<file path="config.mk">
export PLATFORM = sky130hd
export DESIGN_NAME = sdd_data_path
export DESIGN_NICKNAME = d
export VERILOG_FILES = /design/src/rtl/sdd_pkg.sv /design/src/rtl/sdd_fifo.sv /design/src/rtl/sdd_xfer_ctrl.sv /design/src/rtl/sdd_data_path.sv
export SDC_FILE = /design/constraint.sdc
export NUM_CORES = 1
export LEC_CHECK = 0
export CORE_MARGIN = 2
export CORE_UTILIZATION = 40
export CTS_CLUSTER_SIZE = 14
export DETAILED_ROUTE_END_ITERATION = 12
export PLACE_DENSITY = 0.69
export SLEW_MARGIN = 20
export SYNTH_ARGS = -nofsm -noshare
export SYNTH_HDL_FRONTEND = slang
export SYNTH_SLANG_ARGS = --single-unit
</file>
<file path="constraint.sdc">
create_clock -name clk -period 5.9 [get_ports clk]
set_input_delay 0.59 -clock clk [delete_from_list [all_inputs] [get_ports clk]]
set_output_delay 0.59 -clock clk [all_outputs]
set_load 0.005 [all_outputs]
</file>
<file path="src/rtl/sdd_pkg.sv">
package sdd_pkg;
  localparam logic [7:0] OFS_CTRL  = 8'h1C;
  localparam logic [7:0] OFS_TIMER = 8'h20;
  localparam logic [7:0] OFS_LEN   = 8'h24;
  localparam logic [7:0] OFS_WIN   = 8'h40;
  localparam logic [7:0] OFS_FEAT  = 8'h44;

  // control word, bit 7 down to bit 0
  typedef struct packed {
    logic       batch_half;
    logic       run_en;
    logic       dma_en;
    logic       to_card;
    logic [3:0] blk_log2;
  } ctrl_t;
endpackage

</file>
<file path="src/rtl/sdd_fifo.sv">
module sdd_fifo #(
  parameter int DEPTH = 8,
  parameter int W     = 32,
  localparam int PTR_W = $clog2(DEPTH),
  localparam int CNT_W = PTR_W + 1
) (
  input  logic             clk,
  input  logic             rst_n,
  input  logic             flush,
  input  logic             push,
  input  logic [W-1:0]     wdata,
  input  logic             pop,
  output logic [W-1:0]     rdata,
  output logic [CNT_W-1:0] count,
  output logic             full,
  output logic             empty
);
  logic [W-1:0]     mem_q [DEPTH];
  logic [PTR_W-1:0] wp_q, wp_d, rp_q, rp_d;
  logic [CNT_W-1:0] cnt_q, cnt_d;
  logic             do_push, do_pop;

  assign full    = (cnt_q == CNT_W'(DEPTH));
  assign empty   = (cnt_q == '0);
  assign do_push = push & ~full;
  assign do_pop  = pop & ~empty;
  assign rdata   = mem_q[rp_q];
  assign count   = cnt_q;

  always_comb begin
    wp_d  = wp_q;
    rp_d  = rp_q;
    cnt_d = cnt_q;
    if (flush) begin
      wp_d  = '0;
      rp_d  = '0;
      cnt_d = '0;
    end else begin
      if (do_push) wp_d = wp_q + PTR_W'(1);
      if (do_pop)  rp_d = rp_q + PTR_W'(1);
      cnt_d = cnt_q + CNT_W'(do_push) - CNT_W'(do_pop);
    end
  end

  always_ff @(posedge clk or negedge rst_n) begin
    if (!rst_n) begin
      wp_q  <= '0;
      rp_q  <= '0;
      cnt_q <= '0;
    end else begin
      wp_q  <= wp_d;
      rp_q  <= rp_d;
      cnt_q <= cnt_d;
    end
  end

  // storage carries no reset; write enable only
  always_ff @(posedge clk) begin
    if (do_push && !flush) mem_q[wp_q] <= wdata;
  end
endmodule

</file>
<file path="src/rtl/sdd_xfer_ctrl.sv">
module sdd_xfer_ctrl #(
  parameter int WCNT_W       = 23,
  parameter int TMR_W        = 32,
  parameter int MAX_BLK_LOG2 = 11,
  localparam int BLK_W = MAX_BLK_LOG2 - 2
) (
  input  logic              clk,
  input  logic              rst_n,
  input  logic              flush,
  input  logic              start,
  input  logic              halt,
  input  logic [WCNT_W-1:0] len_words,
  input  logic [TMR_W-1:0]  tmr_load,
  input  logic [3:0]        blk_log2,
  input  logic              beat,
  input  logic              crc_in,
  input  logic              host_ack,
  output logic              armed,
  output logic              card_more,
  output logic [WCNT_W-1:0] host_left,
  output logic              data_end,
  output logic              crc_ok,
  output logic              crc_fail,
  output logic              timeout
);
  logic              armed_q, armed_d, fail_q, fail_d, fail_n;
  logic [WCNT_W-1:0] cleft_q, cleft_d, hleft_q, hleft_d;
  logic [BLK_W-1:0]  bcnt_q, bcnt_d, blk_last;
  logic [TMR_W-1:0]  tmo_q, tmo_d;
  logic              dend_q, dend_d, cok_q, cok_d, cfail_q, cfail_d, tout_q, tout_d;
  logic [3:0]        lg;
  logic              last_word, blk_end;

  always_comb begin
    if (blk_log2 < 4'd2)                     lg = 4'd2;
    else if (blk_log2 > 4'(MAX_BLK_LOG2))    lg = 4'(MAX_BLK_LOG2);
    else                                     lg = blk_log2;
  end
  assign blk_last  = BLK_W'((32'd1 << (lg - 4'd2)) - 32'd1);
  assign last_word = (cleft_q == WCNT_W'(1));
  assign blk_end   = (bcnt_q == blk_last) | last_word;
  assign fail_n    = fail_q | (blk_end & ~crc_in);

  always_comb begin
    armed_d = armed_q; cleft_d = cleft_q; hleft_d = hleft_q; bcnt_d = bcnt_q;
    fail_d  = fail_q;  tmo_d   = tmo_q;   dend_d  = dend_q;  cok_d  = cok_q;
    cfail_d = cfail_q; tout_d  = tout_q;
    if (flush) begin
      armed_d = 1'b0; cleft_d = '0; hleft_d = '0; bcnt_d = '0; fail_d = 1'b0;
      tmo_d = '0; dend_d = 1'b0; cok_d = 1'b0; cfail_d = 1'b0; tout_d = 1'b0;
    end else if (start) begin
      armed_d = 1'b1; cleft_d = len_words; hleft_d = len_words; bcnt_d = '0;
      fail_d  = 1'b0; tmo_d = tmr_load; tout_d = 1'b0; cfail_d = 1'b0;
      dend_d  = (len_words == '0);
      cok_d   = (len_words == '0);
    end else if (halt) begin
      armed_d = 1'b0;
    end else if (armed_q) begin
      if (host_ack && hleft_q != '0) hleft_d = hleft_q - WCNT_W'(1);
      if (cleft_q != '0) begin
        if (beat) begin
          tmo_d   = tmr_load;
          cleft_d = cleft_q - WCNT_W'(1);
          bcnt_d  = blk_end ? '0 : bcnt_q + BLK_W'(1);
          fail_d  = fail_n;
          if (last_word) begin
            dend_d  = 1'b1;
            cok_d   = ~fail_n;
            cfail_d = fail_n;
          end
        end else if (tmo_q == '0) begin
          tout_d  = 1'b1;
          armed_d = 1'b0;
        end else begin
          tmo_d = tmo_q - TMR_W'(1);
        end
      end
    end
  end

  always_ff @(posedge clk or negedge rst_n) begin
    if (!rst_n) begin
      armed_q <= 1'b0; cleft_q <= '0; hleft_q <= '0; bcnt_q <= '0; fail_q <= 1'b0;
      tmo_q <= '0; dend_q <= 1'b0; cok_q <= 1'b0; cfail_q <= 1'b0; tout_q <= 1'b0;
    end else begin
      armed_q <= armed_d; cleft_q <= cleft_d; hleft_q <= hleft_d; bcnt_q <= bcnt_d;
      fail_q <= fail_d; tmo_q <= tmo_d; dend_q <= dend_d; cok_q <= cok_d;
      cfail_q <= cfail_d; tout_q <= tout_d;
    end
  end

  assign armed     = armed_q;
  assign card_more = (cleft_q != '0);
  assign host_left = hleft_q;
  assign data_end  = dend_q;
  assign crc_ok    = cok_q;
  assign crc_fail  = cfail_q;
  assign timeout   = tout_q;
endmodule

</file>
<file path="src/rtl/sdd_data_path.sv">
module sdd_data_path #(
  parameter int FIFO_DEPTH   = 8,
  parameter int LEN_W        = 24,
  parameter int TMR_W        = 32,
  parameter int ADDR_W       = 7,
  parameter int MAX_BLK_LOG2 = 11
) (
  input  logic              clk,
  input  logic              rst_n,
  input  logic              bus_wr,
  input  logic              bus_rd,
  input  logic [ADDR_W-1:0] bus_addr,
  input  logic [31:0]       bus_wdata,
  output logic [31:0]       bus_rdata,
  output logic              card_tx_valid,
  input  logic              card_tx_ready,
  output logic [31:0]       card_tx_data,
  input  logic              card_rx_valid,
  output logic              card_rx_ready,
  input  logic [31:0]       card_rx_data,
  input  logic              card_blk_crc_ok,
  output logic              dma_req,
  output logic              sts_fifo_urun,
  output logic              sts_fifo_orun,
  output logic              sts_data_end,
  output logic              sts_crc_ok,
  output logic              sts_crc_fail,
  output logic              sts_timeout
);
  import sdd_pkg::*;
  localparam int CNT_W  = $clog2(FIFO_DEPTH) + 1;
  localparam int WCNT_W = LEN_W - 1;
  localparam int BATCH_FULL = FIFO_DEPTH;
  localparam int BATCH_HALF = FIFO_DEPTH / 2;

  ctrl_t             ctrl_q, ctrl_d;
  logic [LEN_W-1:0]  len_q, len_d;
  logic [TMR_W-1:0]  tmr_q, tmr_d;
  logic              sel_ctrl, sel_tmr, sel_len, sel_win, sel_feat;
  logic              wr_ctrl, do_flush, do_start, do_halt;
  logic              win_wr, win_rd, dir_wr;
  logic              fifo_push, fifo_pop, fifo_full, fifo_empty;
  logic [31:0]       fifo_wdata, fifo_rdata;
  logic [CNT_W-1:0]  fifo_cnt;
  logic              armed, card_more, tx_beat, rx_beat, host_ack;
  logic [WCNT_W-1:0] host_left, len_words, batch, want, stored, free_slots;
  logic              svc_wr, svc_rd;

  assign sel_ctrl = (bus_addr == ADDR_W'(OFS_CTRL));
  assign sel_tmr  = (bus_addr == ADDR_W'(OFS_TIMER));
  assign sel_len  = (bus_addr == ADDR_W'(OFS_LEN));
  assign sel_win  = (bus_addr == ADDR_W'(OFS_WIN));
  assign sel_feat = (bus_addr == ADDR_W'(OFS_FEAT));

  assign wr_ctrl  = bus_wr & sel_ctrl;
  assign do_flush = wr_ctrl & bus_wdata[8];
  assign do_start = wr_ctrl & ~bus_wdata[8] & bus_wdata[6];
  assign do_halt  = wr_ctrl & ~bus_wdata[8] & ~bus_wdata[6];
  assign win_wr   = bus_wr & sel_win;
  assign win_rd   = bus_rd & sel_win;
  assign dir_wr   = ctrl_q.to_card;

  // register next-state
  always_comb begin
    ctrl_d = ctrl_q;
    len_d  = len_q;
    tmr_d  = tmr_q;
    if (wr_ctrl)           ctrl_d = ctrl_t'(bus_wdata[7:0]);
    if (bus_wr && sel_len) len_d  = bus_wdata[LEN_W-1:0];
    if (bus_wr && sel_tmr) tmr_d  = bus_wdata[TMR_W-1:0];
  end

  always_ff @(posedge clk or negedge rst_n) begin
    if (!rst_n) begin
      ctrl_q <= '0;
      len_q  <= '0;
      tmr_q  <= '0;
    end else begin
      ctrl_q <= ctrl_d;
      len_q  <= len_d;
      tmr_q  <= tmr_d;
    end
  end

  // card-side handshakes
  assign card_tx_valid = armed & card_more & dir_wr & ~fifo_empty;
  assign card_rx_ready = armed & card_more & ~dir_wr & ~fifo_full;
  assign tx_beat       = card_tx_valid & card_tx_ready;
  assign rx_beat       = card_rx_valid & card_rx_ready;
  assign card_tx_data  = fifo_rdata;

  assign fifo_push  = dir_wr ? (win_wr & ~fifo_full) : rx_beat;
  assign fifo_pop   = dir_wr ? tx_beat : (win_rd & ~fifo_empty);
  assign fifo_wdata = dir_wr ? bus_wdata : card_rx_data;
  assign host_ack   = armed & (dir_wr ? (win_wr & ~fifo_full) : (win_rd & ~fifo_empty));
  assign len_words  = len_q[LEN_W-1:2] + WCNT_W'(|len_q[1:0]);

  sdd_fifo #(.DEPTH(FIFO_DEPTH), .W(32)) u_fifo (
    .clk(clk), .rst_n(rst_n), .flush(do_flush), .push(fifo_push), .wdata(fifo_wdata),
    .pop(fifo_pop), .rdata(fifo_rdata), .count(fifo_cnt), .full(fifo_full), .empty(fifo_empty)
  );

  sdd_xfer_ctrl #(.WCNT_W(WCNT_W), .TMR_W(TMR_W), .MAX_BLK_LOG2(MAX_BLK_LOG2)) u_xfer (
    .clk(clk), .rst_n(rst_n), .flush(do_flush), .start(do_start), .halt(do_halt),
    .len_words(len_words), .tmr_load(tmr_q), .blk_log2(ctrl_q.blk_log2),
    .beat(tx_beat | rx_beat), .crc_in(card_blk_crc_ok), .host_ack(host_ack),
    .armed(armed), .card_more(card_more), .host_left(host_left),
    .data_end(sts_data_end), .crc_ok(sts_crc_ok), .crc_fail(sts_crc_fail),
    .timeout(sts_timeout)
  );

  // service condition
  assign batch      = ctrl_q.batch_half ? WCNT_W'(BATCH_HALF) : WCNT_W'(BATCH_FULL);
  assign want       = (host_left < batch) ? host_left : batch;
  assign stored     = WCNT_W'(fifo_cnt);
  assign free_slots = WCNT_W'(FIFO_DEPTH) - stored;
  assign svc_wr     = armed & dir_wr & (host_left != '0) & (free_slots >= want);
  assign svc_rd     = armed & ~dir_wr & (host_left != '0) & (stored >= want);
  assign sts_fifo_urun = svc_wr;
  assign sts_fifo_orun = svc_rd;
  assign dma_req       = ctrl_q.dma_en & (svc_wr | svc_rd);

  always_comb begin
    bus_rdata = '0;
    if (sel_ctrl)      bus_rdata = 32'(ctrl_q);
    else if (sel_tmr)  bus_rdata = 32'(tmr_q);
    else if (sel_len)  bus_rdata = 32'(len_q);
    else if (sel_win)  bus_rdata = (!dir_wr && !fifo_empty) ? fifo_rdata : '0;
    else if (sel_feat) bus_rdata = 32'(FIFO_DEPTH);
  end
endmodule

</file>
==> metrics, run 1 <==
WP data required 5.31 ns; pwr dens 339.5 nW/um^2; # IOs 151; clk_lat worst skew 0.59 ns; grt total ovfl 0; CP Class reg2out; Avg Inst Size Synth 12.23 um^2; top cell type's share of synthesized area 35.05%; Synth Register Bits 423; drt initial violations 1525; ys async rst share 39.48%; Post-synth EDFFs 256; setup TNS 0 ns; Crit Reg-Reg Startpoint ctrl_q[3]$_DFFE_PN0P_; Max Cap Viol 0; Max Fclk 199.4 MHz; Yosys warnings 0; DR WL met3 5503 um; RSZ-0062 raised after global routing no; Worst Path Buf+Inv 1; top sig layer met4; Std-Cell Rows 85; Pins Over Slew Limit 0; setup bufs post-CTS 0; Worst-Margin Slew 1.074 ns; total length of routed wires 60860 um; Max VDD drop 0.2451 mV; Worst slew margin 28.23%; Synth cell types 90; Final Hold Violating Endpoints 0; first-pass iteration count of the detailed router 7; GRT Resource Usage Total 21.25%; vias in the first global route 15567; H-tree depth 2; Reg-to-Reg End u_xfer.crc_ok$_DFFE_PN0P_; internal reg-to-reg setup slack 1.98 ns; DR vias 16038; post_cts resized 0; CTS Buf Count 46; crit path from u_xfer.host_left[13]$_DFFE_PN0P_; most frequent cell after synthesis edfxtp_1; leakage 0.009523 uW; core area 54030 um^2; ratio of cells with drive above 1 in the final layout 17.17%; met2 WL 27870 um; register area share after synthesis 54.10%; Post-CTS Hold Buffers 0; main area contributors after synthesis edfxtp_1, dfrtp_1, mux4_2, mux2_2, a21oi_1; min cycle time layout 5.015 ns; clock skew 0.03103 ns; slowest stage delay, CP 0.62 ns; detailed-route DRC error count 0; status completed; clock slew at the register clock pins of the worst setup and hold paths 0.06 ns; delay-heaviest family, CP simple AND/OR/NAND/NOR gates; CP max-delay cell or4_1; die height 238.2 um; Synth area leader edfxtp_1; largest net degree at the start of global routing 82; die width 238.2 um; die area 56720 um^2; clk root buf clkbuf_16; Initial Util 40.60%; Synth Instances 1794; Clock Tree Buf Depth 3; Commonest cells post-synth edfxtp_1, dfrtp_1, a21oi_1, nand2_1, mux2_2; Worst Path Arrival 4.42 ns; Vias/cell 6.016; Most common cell on crit path nor4_1; first-pass GRT wire length 92600 um; WP depth 13; GP Congestion 0.8770; Area Growth Syn to Fin 17.88%; Critical path destination dma_req; Fill cells 4759; Metal-1 WL 25450 um; post-DP HPWL 41790 um; FF/Latch Area 11870 um^2; part of the cycle the worst path needs 85.00%; crit path capture type output port; CTS tree done; port bufs 150; HP Class in2async; crit path cell chain nor4_1, nand3_1, or4_1, or2_2, ha_1, nand4_1, nor4_1, o211ai_1, nand2_1, a21oi_1, a311o_1, a21boi_0, clkdlybuf4s50_1; CP max FO 7; clk sinks 423; Post-layout nets 2055; area of the mapped netlist 21930 um^2; Detail Route Antenna Nets 0; cells on worst reg2reg path 12; utilization after layout 47.86%; DR WL/cell 22.83 um; initial antenna violation count 2; most common flop cell mapped by yosys edfxtp_1; area of the multi-input gates 9512 um^2; Critical Path Start Type register; setup violators final 0
==> report_power, final <==
| part | leakage (uW) | switching [uW] | internal, uW |
|---|---|---|---|
| logic | 0.00423 | 1180 | 958 |
| registers | 0.00452 | 290 | 3360 |
| clock network | 0.000772 | 1210 | 1780 |
==> cell usage in the layout, fill, tap and decap left out, drive strengths merged, types with 23 or more instances in the layout <==
cell	instances
clkdlybuf4s50	149
a21o	23
clkbuf	55
buf	39
nor3	49
mux4	64
ha	45
a21oi	128
o2bb2ai	31
nor4	35
mux2	126
nand2	114
nand4	25
a31oi	23
o21ai	113
inv	50
edfxtp	256
nand3	66
dfrtp	167
nor2	92
==> worst register-to-register path, stage by stage (launching register included) <==
cell and delay, ns:
dfrtp_1 0.75, inv_1 0.31, nand2_1 0.16, a21oi_1 0.08, ha_1 0.42, o21bai_1 0.27, a221o_1 0.34, a32o_1 0.22
a221oi_1 0.27, nand4_1 0.13, buf_4 0.21, or4b_1 0.47, o2111a_1 0.13
==> per-stage QoR <==
| step | hold WS (ns) | area [um^2] | total power [uW] | setup slack [ns] | instances |
|---|---|---|---|---|---|
| 2_1_floorplan | 0.2944 | 22000 | 5131 | 0.9979 | 1812 |
| 3_3_place_gp | 0.4586 | 24210 | 5719 | 1.503 | 2577 |
| 3_5_place_dp | 0.4647 | 24210 | 5782 | 1.363 | 2577 |
| 4_1_cts | 0.1027 | 25790 | 8783 | 0.8804 | 2663 |
| 5_1_grt | 0.1266 | 25850 | 9199 | 0.6211 | 2666 |
| 6_report | 0.06403 | 25850 | 8776 | 0.8851 | 2666 |
==> layer usage <==
metal / GRT usage [%] / up-vias
met5: 0 / -
met4: 8.258 / 0
met3: 4.442 / 105
met2: 32.81 / 729
met1: 29.46 / 8044
li1: - / 7160
==> layout make-up <==
type / instances / share of cell area (%)
Antenna cell: 1 / 0.009679
Clock buffer: 55 / 4.665
Clock inverter: 31 / 1.447
Inverter: 47 / 0.6823
Multi-Input combinational cell: 1225 / 36.79
Sequential cell: 423 / 45.92
Tap cell: 696 / 3.368
Timing Repair Buffer: 188 / 7.119
==> kinds of logic (layout without fill, tap and decap cells) <==
kind of cell | Yosys count | count (layout) | share of synthesized area, %
other | 1 | 20 | 0.01710
adder cells (fa/ha/maj) | 46 | 46 | 2.658
AO/OA/AOI/OAI | 426 | 426 | 13.04
buffers and inverters | 164 | 321 | 3.200
XOR/XNOR | 29 | 29 | 1.158
multiplexers | 203 | 203 | 13.63
flip-flops | 423 | 423 | 54.10
AND/OR/NAND/NOR | 502 | 502 | 12.19
==> flip-flops by register name, indices dropped and copies added (netlist names), 3 cells and up <==
signal            flops
u_xfer.bcnt_q         9
u_xfer.cleft_q       23
u_fifo.count          4
tmr_q                32
u_fifo.rp_q           3
len_q                24
u_fifo.wp_q           3
ctrl_q                7
u_fifo.mem_q        256
u_xfer.host_left     23
u_xfer.tmo_q         32
==> worst min path at each step <==
stage	slack (ns)	to	start	cells past startpoint
floorplan	0.29	ctrl_q[0]$_DFFE_PN0P_	rst_n	0
global placement	0.46	ctrl_q[6]$_DFFE_PN0P_	ctrl_q[6]$_DFFE_PN0P_	2
detailed placement	0.46	ctrl_q[6]$_DFFE_PN0P_	ctrl_q[6]$_DFFE_PN0P_	2
CTS	0.10	u_xfer.bcnt_q[5]$_DFFE_PN0P_	rst_n	1
global route	0.13	u_fifo.count[3]$_DFF_PN0_	rst_n	1
finish	0.06	u_fifo.count[3]$_DFF_PN0_	rst_n	1
(Power assumes the default switching activity.)
==> run 2: changes to the inputs <==
==> constraint.sdc (replaced) <==
create_clock -name clk -period 5.06 [get_ports clk]
set_input_delay 0.506 -clock clk [delete_from_list [all_inputs] [get_ports clk]]
set_output_delay 0.506 -clock clk [all_outputs]
set_load 0.005 [all_outputs]
==> run 2 against run 1 <==
Against the previous run:
- the run now ends with negative hold slack left
- sequential share of layout area rose by 0.22 points
- global-route usage rose by 0.55 points
- critical endpoint unchanged
- die area did not move
- critical path depth did not move
- via count barely moved
==> metrics, run 2 (synthesis results as in run 1) <==
die height 238.2 um (unchanged); post-DP HPWL 42220 um (+1.0%); pre-CTS WS 0.7383 ns (-0.6245 ns); Int Power 6812 uW (+12%); CTS Buf Count 44 (-4.3%); vias in the first global route 15794 (+1.5%); Post-layout nets 2052 (-0.15%); Final Hold Violating Endpoints 2 (+2); clk_lat worst skew 0.59 ns (about the same); Clk network pwr share 31.9% (-2.2 points); P_sw 3110 uW (+16%); Area Growth Syn to Fin 17.33%; most frequent cells in the layout edfxtp_1, dfrtp_1, clkdlybuf4s50_1; core area 54030 um^2 (unchanged); first-pass iteration count of the detailed router 6 (-1); clk sinks 423 (unchanged); GRT Resource Usage Total 21.80% (+0.55 points); die width 238.2 um (unchanged); detailed-route DRC error count 0 (unchanged); pwr dens 385.5 nW/um^2 (+14%); Critical Path Start Type register; status finished with violations; die area 56720 um^2 (unchanged); max reg flops 256 (unchanged); Top reg by flops u_fifo.mem_q; clock skew 0.02434 ns (-0.006687 ns); Initial Util 40.60% (unchanged); H-tree depth 2 (unchanged); RSZ-0062 raised after global routing no; CP max FO 7 (unchanged); PnR Total Power 9921 uW (+13%); part of the cycle the worst path needs 95.02%; largest net degree at the start of global routing 89 (+8.5%); HP Class in2async; port bufs 150 (unchanged); CTS tree done; Detail Route Antenna Nets 0 (unchanged); utilization after layout 47.63% (-0.22 points); Hold WS -0.001236 ns (-0.06527 ns); Post-CTS Hold Buffers 0 (unchanged); setup TNS 0 ns (unchanged); sequential power share 43.1% (+1.6 points); clk root buf clkbuf_16; failing checks negative hold slack; first-pass GRT wire length 95230 um (+2.8%); setup bufs post-CTS 0 (unchanged); # IOs 151 (unchanged); clock slew at the register clock pins of the worst setup and hold paths 0.06 ns (about the same); combinational power share 25.0% (+0.7 points); min cycle time layout 4.808 ns; Worst Path Arrival 4.30 ns (-0.12 ns); biggest regs u_fifo.mem_q: 256 flops, tmr_q: 32 flops, u_xfer.tmo_q: 32 flops; Max Cap Viol 0 (unchanged); leakage 0.009436 uW (-0.91%); Pins Over Slew Limit 0 (unchanged); Fill cells 4697 (-1.3%); Max VDD drop 0.2897 mV (+18%); WP data required 4.55 ns (-0.76 ns); Std-Cell Rows 85 (unchanged); ratio of cells with drive above 1 in the final layout 16.77% (-0.40 points); setup ws final 0.2521 ns (-0.6331 ns); CP Class reg2out; crit path capture type output port; DR WL/cell 23.39 um (+2.5%); commonest non-fill, non-tap cell in the layout edfxtp_1; sw frac 31.34% (+0.81 points); DR vias 16049 (+0.069%); Worst-Margin Slew 1.062 ns (-0.01156 ns); Worst slew margin 29.00% (+0.77 points); grt total ovfl 0 (unchanged); total length of routed wires 62200 um (+2.2%); Placed Area 24320 um^2 (+0.44%); Vias/cell 6.036 (+0.33%); Final Cell Area 25730 um^2 (-0.47%); FF/Latch Area 11870 um^2 (unchanged); area of the multi-input gates 9528 um^2 (+0.17%); GP Congestion 0.8995 (+2.6%); Max Fclk 208.0 MHz; initial antenna violation count 2 (unchanged); drt initial violations 1556 (+2.0%); Clock Tree Buf Depth 3 (unchanged); setup violators final 0 (unchanged)
[run 2: cell count changes in the layout (fill, tap and decap cells not counted), moves of 3 or more]
cell / delta
buf_12: +8
buf_4: -7
bufinv_16: -5
clkinv_2: -4
clkbuf_1: +3
clkbuf_8: +3
[run 2: path summary, 6_finish.rpt]
path	endpoint	from	slack (ns)	cells past startpoint
hold / removal	u_fifo.count[0]$_DFF_PN0_	rst_n	-0.001	1
min in group clk	u_xfer.tmo_q[18]$_DFFE_PN0P_	u_xfer.tmo_q[18]$_DFFE_PN0P_	0.48	1
setup reg to reg	u_xfer.crc_ok$_DFFE_PN0P_	ctrl_q[3]$_DFFE_PN0P_	0.78	11
hold reg to reg	u_xfer.tmo_q[18]$_DFFE_PN0P_	u_xfer.tmo_q[18]$_DFFE_PN0P_	0.48	1
setup / recovery	dma_req	u_xfer.host_left[13]$_DFFE_PN0P_	0.25	13
max in group asynchronous	tmr_q[28]$_DFFE_PN0P_	rst_n	4.08	2
[run 2: power groups by stage]
stage               clock network [uW]  registers (uW)  logic, uW
floorplan                            0            4160       1820
CTS                               3220            4270       2460
global route                      3350            4310       2730
global placement                     0            4320       2360
finish                            3160            4270       2480
detailed placement                   0            4330       2440
[run 2: metal layers]
layer / vias up / part of all wire (%) / track usage (%)
li1: 7154 / - / -
met1: 8065 / 43 / 30.30
met2: 736 / 46 / 34.57
met3: 94 / 8.3 / 4.014
met4: 0 / 2.9 / 7.197
met5: - / 0 / 0
[run 2: layout make-up]
type	instances	share of cell area [%]
sequential	423	46.14
inverter	47	0.6856
antenna	1	0.009724
tap	696	3.384
timing repair buffer	187	7.356
clock inverter	21	0.7050
multi-input combinational	1225	37.03
clock buffer	59	4.697
[run 2: through the flow]
step,cells,hold WS (ns)
detailed placement,2578,0.4656
CTS,2658,0.02148
finish,2659,-0.001236
global placement,2578,0.4651
floorplan,1812,0.2104
global route,2659,0.06848
[run 2: timing repair]
item                       4_1_cts  5_1_grt
gates resized for setup          0        3
hold endpoints to repair         0        0
setup endpoints to repair        0        2
[run 2: worst max-delay path: stages, from the launching register on]
cell and delay [ns]:
dfrtp_1 0.43, nor4_1 0.29, nand3_1 0.19, or4_4 0.56, or2_2 0.33, ha_1 0.30
nand4_1 0.12, nor4_2 0.24, o211ai_1 0.11, nand2_1 0.06, a21oi_1 0.06, a311o_1 0.35
a21boi_0 0.17, clkdlybuf4s50_1 0.52
